===== config.mk =====
export PLATFORM = sky130hd
export DESIGN_NAME = tl_junction_rotator
export DESIGN_NICKNAME = d
export VERILOG_FILES = /design/src/rtl/tl_pkg.sv /design/src/rtl/tl_dwell_timer.sv /design/src/rtl/tl_phase_reg.sv /design/src/rtl/tl_lamp_decode.sv /design/src/rtl/tl_junction_rotator.sv
export SDC_FILE = /design/constraint.sdc
export NUM_CORES = 1
export LEC_CHECK = 0
export CAP_MARGIN = 20
export CORE_AREA = 2 2 39 41
export CTS_CLUSTER_DIAMETER = 40
export CTS_CLUSTER_SIZE = 25
export DETAILED_ROUTE_END_ITERATION = 10
export DIE_AREA = 0 0 41 43
export DONT_BUFFER_PORTS = 1
export MAX_ROUTING_LAYER = met4
export RECOVER_POWER = 50
export SLEW_MARGIN = 20
export SYNTH_ARGS = -nofsm -noshare
export SYNTH_HDL_FRONTEND = slang
export SYNTH_SLANG_ARGS = --single-unit

===== constraint.sdc =====
create_clock -name clk -period 1.45 [get_ports clk]
set_input_delay 0.145 -clock clk [delete_from_list [all_inputs] [get_ports clk]]
set_output_delay 0.145 -clock clk [all_outputs]
set_load 0.005 [all_outputs]

===== src/rtl/tl_pkg.sv =====
package tl_pkg;

    localparam int NUM_DIRS = 4;

    typedef logic [1:0] lamp_t;

    localparam lamp_t LAMP_OFF    = 2'b00;
    localparam lamp_t LAMP_GREEN  = 2'b10;
    localparam lamp_t LAMP_YELLOW = 2'b01;

    // Approach index: the rotation order is the numeric order.
    typedef enum logic [1:0] {
        DIR_N = 2'd0,
        DIR_S = 2'd1,
        DIR_E = 2'd2,
        DIR_W = 2'd3
    } dir_t;

    // Phase code: the upper two bits select the approach, the low bit selects yellow.
    typedef enum logic [2:0] {
        PH_N_GO   = 3'd0,
        PH_N_WARN = 3'd1,
        PH_S_GO   = 3'd2,
        PH_S_WARN = 3'd3,
        PH_E_GO   = 3'd4,
        PH_E_WARN = 3'd5,
        PH_W_GO   = 3'd6,
        PH_W_WARN = 3'd7
    } phase_t;

    typedef struct packed {
        dir_t dir;
        logic warn;
    } phase_fields_t;

    function automatic phase_fields_t split_phase(phase_t p);
        return phase_fields_t'(p);
    endfunction

    // Moves one step along the rotation; after west yellow it wraps to north green.
    function automatic phase_t next_phase(phase_t p);
        logic [2:0] raw;
        raw = p;
        raw = raw + 3'd1;
        return phase_t'(raw);
    endfunction

    function automatic lamp_t lamp_for(phase_t p, dir_t d);
        phase_fields_t f;
        f = split_phase(p);
        if (f.dir != d) return LAMP_OFF;
        return f.warn ? LAMP_YELLOW : LAMP_GREEN;
    endfunction

endpackage


===== src/rtl/tl_dwell_timer.sv =====
module tl_dwell_timer #(
    parameter int DWELL_CYCLES = 8
) (
    input  logic clk,
    input  logic rst,
    output logic expire
);
    localparam int CW = (DWELL_CYCLES > 1) ? $clog2(DWELL_CYCLES) : 1;
    localparam logic [CW-1:0] LAST = CW'(DWELL_CYCLES - 1);

    logic [CW-1:0] cnt_q;

    assign expire = (cnt_q == LAST);

    always_ff @(posedge clk) begin
        if (rst)         cnt_q <= '0;
        else if (expire) cnt_q <= '0;
        else             cnt_q <= cnt_q + 1'b1;
    end
endmodule


===== src/rtl/tl_phase_reg.sv =====
module tl_phase_reg
    import tl_pkg::*;
(
    input  logic   clk,
    input  logic   rst,
    input  logic   advance,
    output phase_t phase
);
    always_ff @(posedge clk) begin
        if (rst)          phase <= PH_N_GO;
        else if (advance) phase <= next_phase(phase);
    end
endmodule


===== src/rtl/tl_lamp_decode.sv =====
module tl_lamp_decode
    import tl_pkg::*;
(
    input  phase_t                phase,
    output lamp_t [NUM_DIRS-1:0]  lamps
);
    for (genvar g = 0; g < NUM_DIRS; g++) begin : g_dir
        assign lamps[g] = lamp_for(phase, dir_t'(2'(g)));
    end
endmodule


===== src/rtl/tl_junction_rotator.sv =====
module tl_junction_rotator
    import tl_pkg::*;
#(
    parameter int DWELL_CYCLES = 8
) (
    input  logic       clk,
    input  logic       rst,
    output logic [1:0] lamp_n,
    output logic [1:0] lamp_s,
    output logic [1:0] lamp_e,
    output logic [1:0] lamp_w
);
    logic                  step;
    phase_t                phase;
    lamp_t [NUM_DIRS-1:0]  bank;

    tl_dwell_timer #(.DWELL_CYCLES(DWELL_CYCLES)) u_timer (
        .clk    (clk),
        .rst    (rst),
        .expire (step)
    );

    tl_phase_reg u_phase (
        .clk     (clk),
        .rst     (rst),
        .advance (step),
        .phase   (phase)
    );

    tl_lamp_decode u_decode (
        .phase (phase),
        .lamps (bank)
    );

    assign lamp_n = bank[int'(DIR_N)];
    assign lamp_s = bank[int'(DIR_S)];
    assign lamp_e = bank[int'(DIR_E)];
    assign lamp_w = bank[int'(DIR_W)];
endmodule


### Yosys cells after proc, flatten, opt, wreduce, memory -nomap -nowiden

Index checks and enable logic that the tools add are counted.

| word-level totals | value |
|---|---|
| flip-flop bits (word level) | 6 |
| input bits | 2 |
| output and inout bits | 8 |
| word-level logic and storage cells | 23 |

| cells by class | value |
|---|---|
| add/subtract/negate cells | 2 |
| eq/ne operators | 4 |
| mux-type cells | 13 |
| reductions and logical operators | 2 |

Operators by type and width:

| cell | count |
|---|---|
| $mux W2 | 9 |
| $add A3 B1 Y3 const B | 2 |
| $mux W1 | 4 |
| $ne A2 B2 Y1 const B | 2 |
| $eq A3 B3 Y1 const B | 1 |
| $ne A2 B1 Y1 const B | 1 |
| $reduce_bool A2 Y1 | 1 |
| $reduce_or A2 Y1 | 1 |

### Longest topological paths before layout

Gate-level depths: netlist of run 1.

| depth | value |
|---|---|
| word-level depth | 3 |
| gate-level depth with buffers | 5 |

### Cells and area by module

From an unflattened synthesis of run 1, not the netlist that was laid out.

| second synthesis, totals | value |
|---|---|
| cells, all modules | 27 |
| area, all modules | 291.5 sq um |

By module, submodules not included:

| module | instances | cells each | area each (sq um) | sequential area each (sq um) |
|---|---|---|---|---|
| tl_phase_reg | 1 | 11 | 121.4 | 60.1 |
| tl_dwell_timer | 1 | 8 | 105.1 | 60.1 |
| tl_lamp_decode | 1 | 8 | 65.1 | 0.0 |

### Least setup slack after synthesis of run 1

OpenSTA, ideal clock, no wires.

| path | value |
|---|---|
| path kind | register -> register |
| start point | reg u_timer.cnt_q[0] |
| end point | reg u_phase.phase[2] |
| setup time | 0.066 ns |
| arrival | 1.053 ns |
| path slack | 0.331 ns |
| stages on the path, launching flop included | 6 |
| path buffers | 1 |
| cell sequence | dfxtp_1 -> ha_1 -> ha_1 -> buf_2 -> a21bo_1 -> a21oi_2 |

| between the ends | value |
|---|---|
| word-level cells in the longest chain between the ends | 1 |

RTL lines:

| what | line | source |
|---|---|---|
| from (decl) | tl_dwell_timer.sv:11 | `logic [CW-1:0] cnt_q;` |
| from (signal assigned) | tl_dwell_timer.sv:18 | `else cnt_q <= cnt_q + 1'b1;` |
| $eq A3 B3 Y1 | tl_dwell_timer.sv:13 | `assign expire = (cnt_q == LAST);` |
| to (signal assigned) | tl_phase_reg.sv:11 | `else if (advance) phase <= next_phase(phase);` |
| to (decl) | tl_phase_reg.sv:7 | `output phase_t phase` |

Every way passes these cells.
A chain may end at the register's enable or synchronous reset.

### Worst setup path in the final report of run 1

| path | value |
|---|---|
| start point | reg u_timer.cnt_q[0] |
| end point | reg u_phase.phase[1] |

Same word-level chain as after synthesis.

==> flow_summary_export.csv, run 1 <==
group,metric,value,unit
routing,drtPass1Iterations,4,
logic_synthesis,yosysTopAreaCell,"dfxtp_1",
hold_path,hp-class,"register to register",
die,die_h,43,um
logic_synthesis,syn_nets,36,
run_status,outcome,"finished clean",
cts,post_cts_resized,0,
routing,wl_per_cell,9.77,um
setup_path,critPathKind,"register to register",
sta,slew_violations,0,
logic_synthesis,synth_cell_types,15,
logic_synthesis,yosysSeqAreaShare,38.7,%
cts,cts_root_buf,"clkbuf_4",
sta,finalCriticalPeriod,1.17,ns
placed_design,routabilityCongestion,0.475,
sta,post-route-period-util,80.6,%
power,p_comb_share,4.5,%
hold_path,hold_path_end,"u_timer.cnt_q[0]$_SDFF_PP0_",
logic_synthesis,ys_top_cells_by_area,"dfxtp_1 (39%), ha_1 (12%), nor3b_1 (12%)",
grt,grt.overflow.total,0,
setup_path,critPathLaunch,"u_timer.cnt_q[0]$_SDFF_PP0_",
power,switching_share,20.8,%
final_layout,drive_above_1_share,12.5,%
cts,insertion_delay,0.24,ns
cts,clockBufferDepth,2,
logic_synthesis,synth-seq-cells,6,
logic_synthesis,postSynthCellCount,31,
setup_path,crit_fanout,7,
sta,max_freq,856,MHz
cts,cts_buffers,3,
placed_design,post-dp-hpwl,321,um
setup_path,ff2ff_path_depth,4,
logic_synthesis,avgSynthCellArea,10.0,sq um
setup_path,r2r-start,"u_timer.cnt_q[0]$_SDFF_PP0_",
cts,cts.htree.levels,1,
power,vdd.ir_drop.worst,0.300,mV
die,die_w,41,um
power,power.leakage,0.146,nW
final_layout,syn_to_final_growth,10.1,%
hold_path,hp-start,"u_timer.cnt_q[0]$_SDFF_PP0_",
die,io_pins,10,
routing,via_count,213,
grt,grt_pass1_vias,161,
hold_path,hold-path-cell-count,1,
routing,drc,0,
flow_run,maxCapViolCount,0,
die,dieArea,0.00176,sq mm
power,p_seq_share,50.5,%
power,p_sw,72.4,uW
die,coreArea,0.00138,sq mm
setup_path,critPathRequiredTime,1.58,ns
die,start_util,22.4,%
routing,vias_per_cell,4.44,
sta,hold_viol,0,
cts,cts_hold_buf,1,
setup_path,cp-end-kind,"register",
routing,ant_nets,0,
cts,cts_setup_buffers,0,
routing,drt_iter0_drc,7,
sta,setup_violations,0,
sta,slew_headroom,80.6,%
sta,finalSetupTns,0,ns
grt,grt_usage,5.65,%
power,p_per_area,1020,mW/mm^2
logic_synthesis,yosys.area.top_type_share,38.7,%
die,row_count,14,
sta,fin_worst_skew,0.000936,ns
logic_synthesis,synthesis.area,310,sq um
final_layout,nNetsFinal,39,
final_layout,utilization,24.7,%
cts,cts_tree,"built",
setup_path,r2r-end,"u_phase.phase[1]$_SDFFE_PP0N_",
sta,rsz0062_at_grt,"false",
setup_path,arrival,1.30,ns
logic_synthesis,yosysWarningCount,0,
power,intPower,276,uW
cts,cts.sinks,6,
sta,tightest_slew,0.291,ns
cts,clk_pin_slew,0.05,ns
setup_path,setup.worst_path.start_class,"register",
grt,grt_max_degree,11,
setup_path,rrSetupSlack,0.28,ns
grt,antenna_found_initial,0,
power,clockPowerShare,45.0,%
final_layout,insertedDiodeCount,0,
grt,grt_pass1_wl,621,um
placed_design,numPortBuffers,0,
routing,postRouteWirelength,469,um
[layer usage]
metal | GRT usage (%) | share of wire (%) | vias to the layer above
li1 | - | - | 109
met1 | 6.07 | 48 | 96
met2 | 7.50 | 44 | 8
met3 | 3.14 | 7.9 | 0
met4 | 4.00 | 0 | 0
met5 | - | 0 | -
[how the worst max path moves through the flow]
| stage | slack [ns] | endpoint | cells after the start |
|---|---|---|---|
| after floorplan | 0.33 | u_phase.phase[2]$_SDFFE_PP0N_ | 5 |
| after global placement | 0.30 | u_phase.phase[1]$_SDFFE_PP0N_ | 4 |
| after detailed placement | 0.28 | u_phase.phase[1]$_SDFFE_PP0N_ | 4 |
| after CTS | 0.26 | u_phase.phase[1]$_SDFFE_PP0N_ | 4 |
| after global routing | 0.21 | u_phase.phase[1]$_SDFFE_PP0N_ | 4 |
| final | 0.28 | u_phase.phase[1]$_SDFFE_PP0N_ | 4 |
[sequential cells by signal, summed over array words and instances (netlist names)]
name / cells
u_phase.phase: 3
u_timer.cnt_q: 3
[stage by stage]
stage	power [mW]	cell area (sq um)	cells	worst slack, ns	hold slack (ns)
after floorplan	0.188	310	31	0.331	0.207
after global placement	0.190	309	44	0.305	0.209
after detailed placement	0.190	309	44	0.284	0.210
after CTS	0.353	342	48	0.264	0.423
after global routing	0.365	342	48	0.207	0.460
final	0.348	342	48	0.281	0.414
[cell usage after synthesis]
library cell  instances
a21bo_1               1
a21oi_2               1
and3_1                1
and3b_1               2
buf_2                 2
buf_6                 1
dfxtp_1               6
ha_1                  3
mux2i_1               1
nand2_1               1
nand3b_1              1
nor2_1                3
nor3_1                2
nor3b_1               5
xnor2_1               1
[placed cells by master (no fill, tap or decap)]
master,netlist,final
dfxtp_1,6,6
nor3b_1,5,5
nor2_1,3,3
ha_1,3,3
clkbuf_4,0,3
and3b_1,2,2
nor3_1,2,2
nand2_1,1,1
and3_1,1,1
a21bo_1,1,1
nand3b_1,1,1
a21oi_2,1,1
mux2i_1,1,1
xnor2_1,1,1
dlygate4sd3_1,0,1
[kinds of logic (layout without fill, tap and decap cells)]
group,Yosys count,in the layout,share of synthesized area [%]
compound gates,2,2,6.05
xor+xnor,1,1,2.82
fa+ha+maj,3,3,12.1
buf+inv,3,4,6.85
flops,6,6,38.7
mux,1,1,3.23
simple gates,15,15,30.2
[final cells by class]
type / count / area (sq um)
clock buffers: 3 / 22.5
fillers: 151 / 1040
repair buffers: 1 / 10.0
multi-input cells: 22 / 169
well taps: 16 / 20.0
flip-flops and latches: 6 / 120
[power groups by stage]
stage | sequential [mW] | clock [mW] | combinational, mW
6_report | 0.176 | 0.157 | 0.0158
2_1_floorplan | 0.178 | 0 | 0.00989
3_5_place_dp | 0.179 | 0 | 0.0116
5_1_grt | 0.176 | 0.170 | 0.0185
4_1_cts | 0.176 | 0.161 | 0.0161
3_3_place_gp | 0.179 | 0 | 0.0110
[worst max-delay path, stage by stage, from the launching register on]
cell	delay [ns]
dfxtp_1	0.32
ha_1	0.15
ha_1	0.31
mux2i_1	0.22
nor2_1	0.05
Power figures use the tool's default switching activity.
==> run 2, diff against run 1 <==
- clock period: 1.45 -> 1 ns (I/O delays scaled with it)
==> run 2 against run 1 <==
The run now ends with negative setup slack left. Clock power rose by 46%. Sequential share of layout area fell by 7.0 points. Utilization rose by 7.7 points. Worst hold slack improved by 0.011 ns. Combinational power rose by 88%.
==> flow_summary_export.csv, run 2 (synthesis results as in run 1) <==
group,metric,value,unit
run_status,outcome,"complete, but fails checks",
run_status,violations,"negative setup slack",
final_layout,nNetsFinal,44,
final_layout,final_cells,53,
grt,grt.overflow.total,0,
flow_run,maxCapViolCount,0,
cts,clockBufferDepth,2,
placed_design,place_inst,46,
setup_path,critPathKind,"register to primary output",
grt,grt_pass1_wl,1.06,mm
hold_path,hp-class,"register to register",
setup_path,setup.worst_path.start_class,"register",
cts,clk_pin_slew,0.05,ns
routing,drtPass1Iterations,1,
final_layout,largest_registers,"u_phase.phase x3, u_timer.cnt_q x3",
die,die_w,41,um
routing,drc,0,
die,row_count,14,
die,coreArea,0.00138,sq mm
sta,slew_violations,0,
final_layout,syn_to_final_growth,44.4,%
grt,antenna_found_initial,0,
routing,drt_iter0_drc,0,
hold_path,hp-start,"u_timer.cnt_q[0]$_SDFF_PP0_",
cts,cts_root_buf,"clkbuf_4",
setup_path,r2r-start,"u_timer.cnt_q[0]$_SDFF_PP0_",
die,io_pins,10,
routing,vias_per_cell,4.43,
die,start_util,22.4,%
routing,via_count,235,
sta,fin_ws,-0.0274,ns
setup_path,critPathLaunch,"u_phase.phase[0]$_SDFFE_PP0N_",
sta,post-route-period-util,103,%
final_layout,insertedDiodeCount,0,
grt,grt_pass1_vias,243,
grt,grt_usage,9.50,%
grt,grt_max_degree,11,
cts,insertion_delay,0.25,ns
power,p_per_area,1160,mW/mm^2
sta,rsz0062_at_grt,"true",
die,dieArea,0.00176,sq mm
placed_design,numPortBuffers,0,
sta,max_freq,973,MHz
power,vdd.ir_drop.worst,0.604,mV
cts,cts_tree,"built",
die,die_h,43,um
sta,tightest_slew,0.258,ns
final_layout,drive_above_1_share,54.1,%
setup_path,cp-end-kind,"primary output",
setup_path,crit_fanout,9,
sta,setup_violations,7,
sta,holdWs,0.426,ns
final_layout,layout_common_cells,"dfxtp_2 (5), nor2_1 (3), clkbuf_4 (3), buf_6 (3)",
placed_design,place_area,350,sq um
setup_path,critPathRequiredTime,0.90,ns
routing,postRouteWirelength,686,um
final_layout,final_common_cell,"dfxtp_2",
cts,cts.htree.levels,1,
routing,wl_per_cell,12.9,um
sta,slew_headroom,82.7,%
placed_design,routabilityCongestion,0.566,
power,power.leakage,0.184,nW
sta,hold_viol,0,
sta,finalCriticalPeriod,1.03,ns
setup_path,arrival,0.93,ns
sta,fin_worst_skew,0.00414,ns
final_layout,stdcell_area,448,sq um
cts,cts.sinks,6,
routing,ant_nets,0,
cts,cts_buffers,3,
run 2: cell count changes in the layout (fill, tap and decap cells not counted), sizes merged:
cell and change:
buf +5
run 2: final cells by class:
type                            instances  area (sq um)
Fill cell                             141           936
Multi-Input combinational cell         22           220
Sequential cell                         6           126
Timing Repair Buffer                    6          58.8
Clock buffer                            3          22.5
Tap cell                               16          20.0
run 2: final timing paths:
path	to	slack (ns)	depth (start not counted)
hold / removal	u_timer.cnt_q[0]$_SDFF_PP0_	0.43	1
hold reg to reg	u_timer.cnt_q[0]$_SDFF_PP0_	0.43	1
setup / recovery	lamp_n[0]	-0.03	2
setup reg to reg	u_phase.phase[1]$_SDFFE_PP0N_	-0.01	4
run 2: stage by stage:
stage	worst slack (ns)	power, mW	utilization [%]	TNS [ns]
2_1_floorplan	-0.0513	0.283	-	-0.0676
3_3_place_gp	0.00908	0.285	25.3	0
3_5_place_dp	-0.00262	0.287	25.3	-0.00262
4_1_cts	-0.0275	0.533	31.9	-0.0704
5_1_grt	-0.0659	0.545	32.4	-0.498
6_report	-0.0274	0.520	32.4	-0.118
run 2: power breakdown:
part	switching [mW]	internal, mW
clock	0.0925	0.136
combinational	0.0117	0.0180
sequential	0.00883	0.252
total	0.113	0.407
run 2: timing repair:
action,4_1_cts,5_1_grt
gates resized for setup,11,1
pin swaps,3,0
setup buffers,2,0
gates cloned,1,0
hold endpoints to repair,6,0
endpoints found under the setup margin,10,11
hold buffers,1,0
run 2: worst max-delay path: stages (launching register included):
cell     delay, ns
dfxtp_2       0.33
buf_6         0.13
nor3b_4       0.22
run 2: per-layer routing:
layer / wire length, um / vias to the layer above / track usage (%) / share of wire (%)
li1: - / 120 / - / -
met1: 292 / 107 / 10.7 / 43
met2: 333 / 6 / 12.2 / 49
met3: 31 / 2 / 3.14 / 4.5
met4: 28 / 0 / 9.33 / 4.1
met5: 0 / - / - / 0
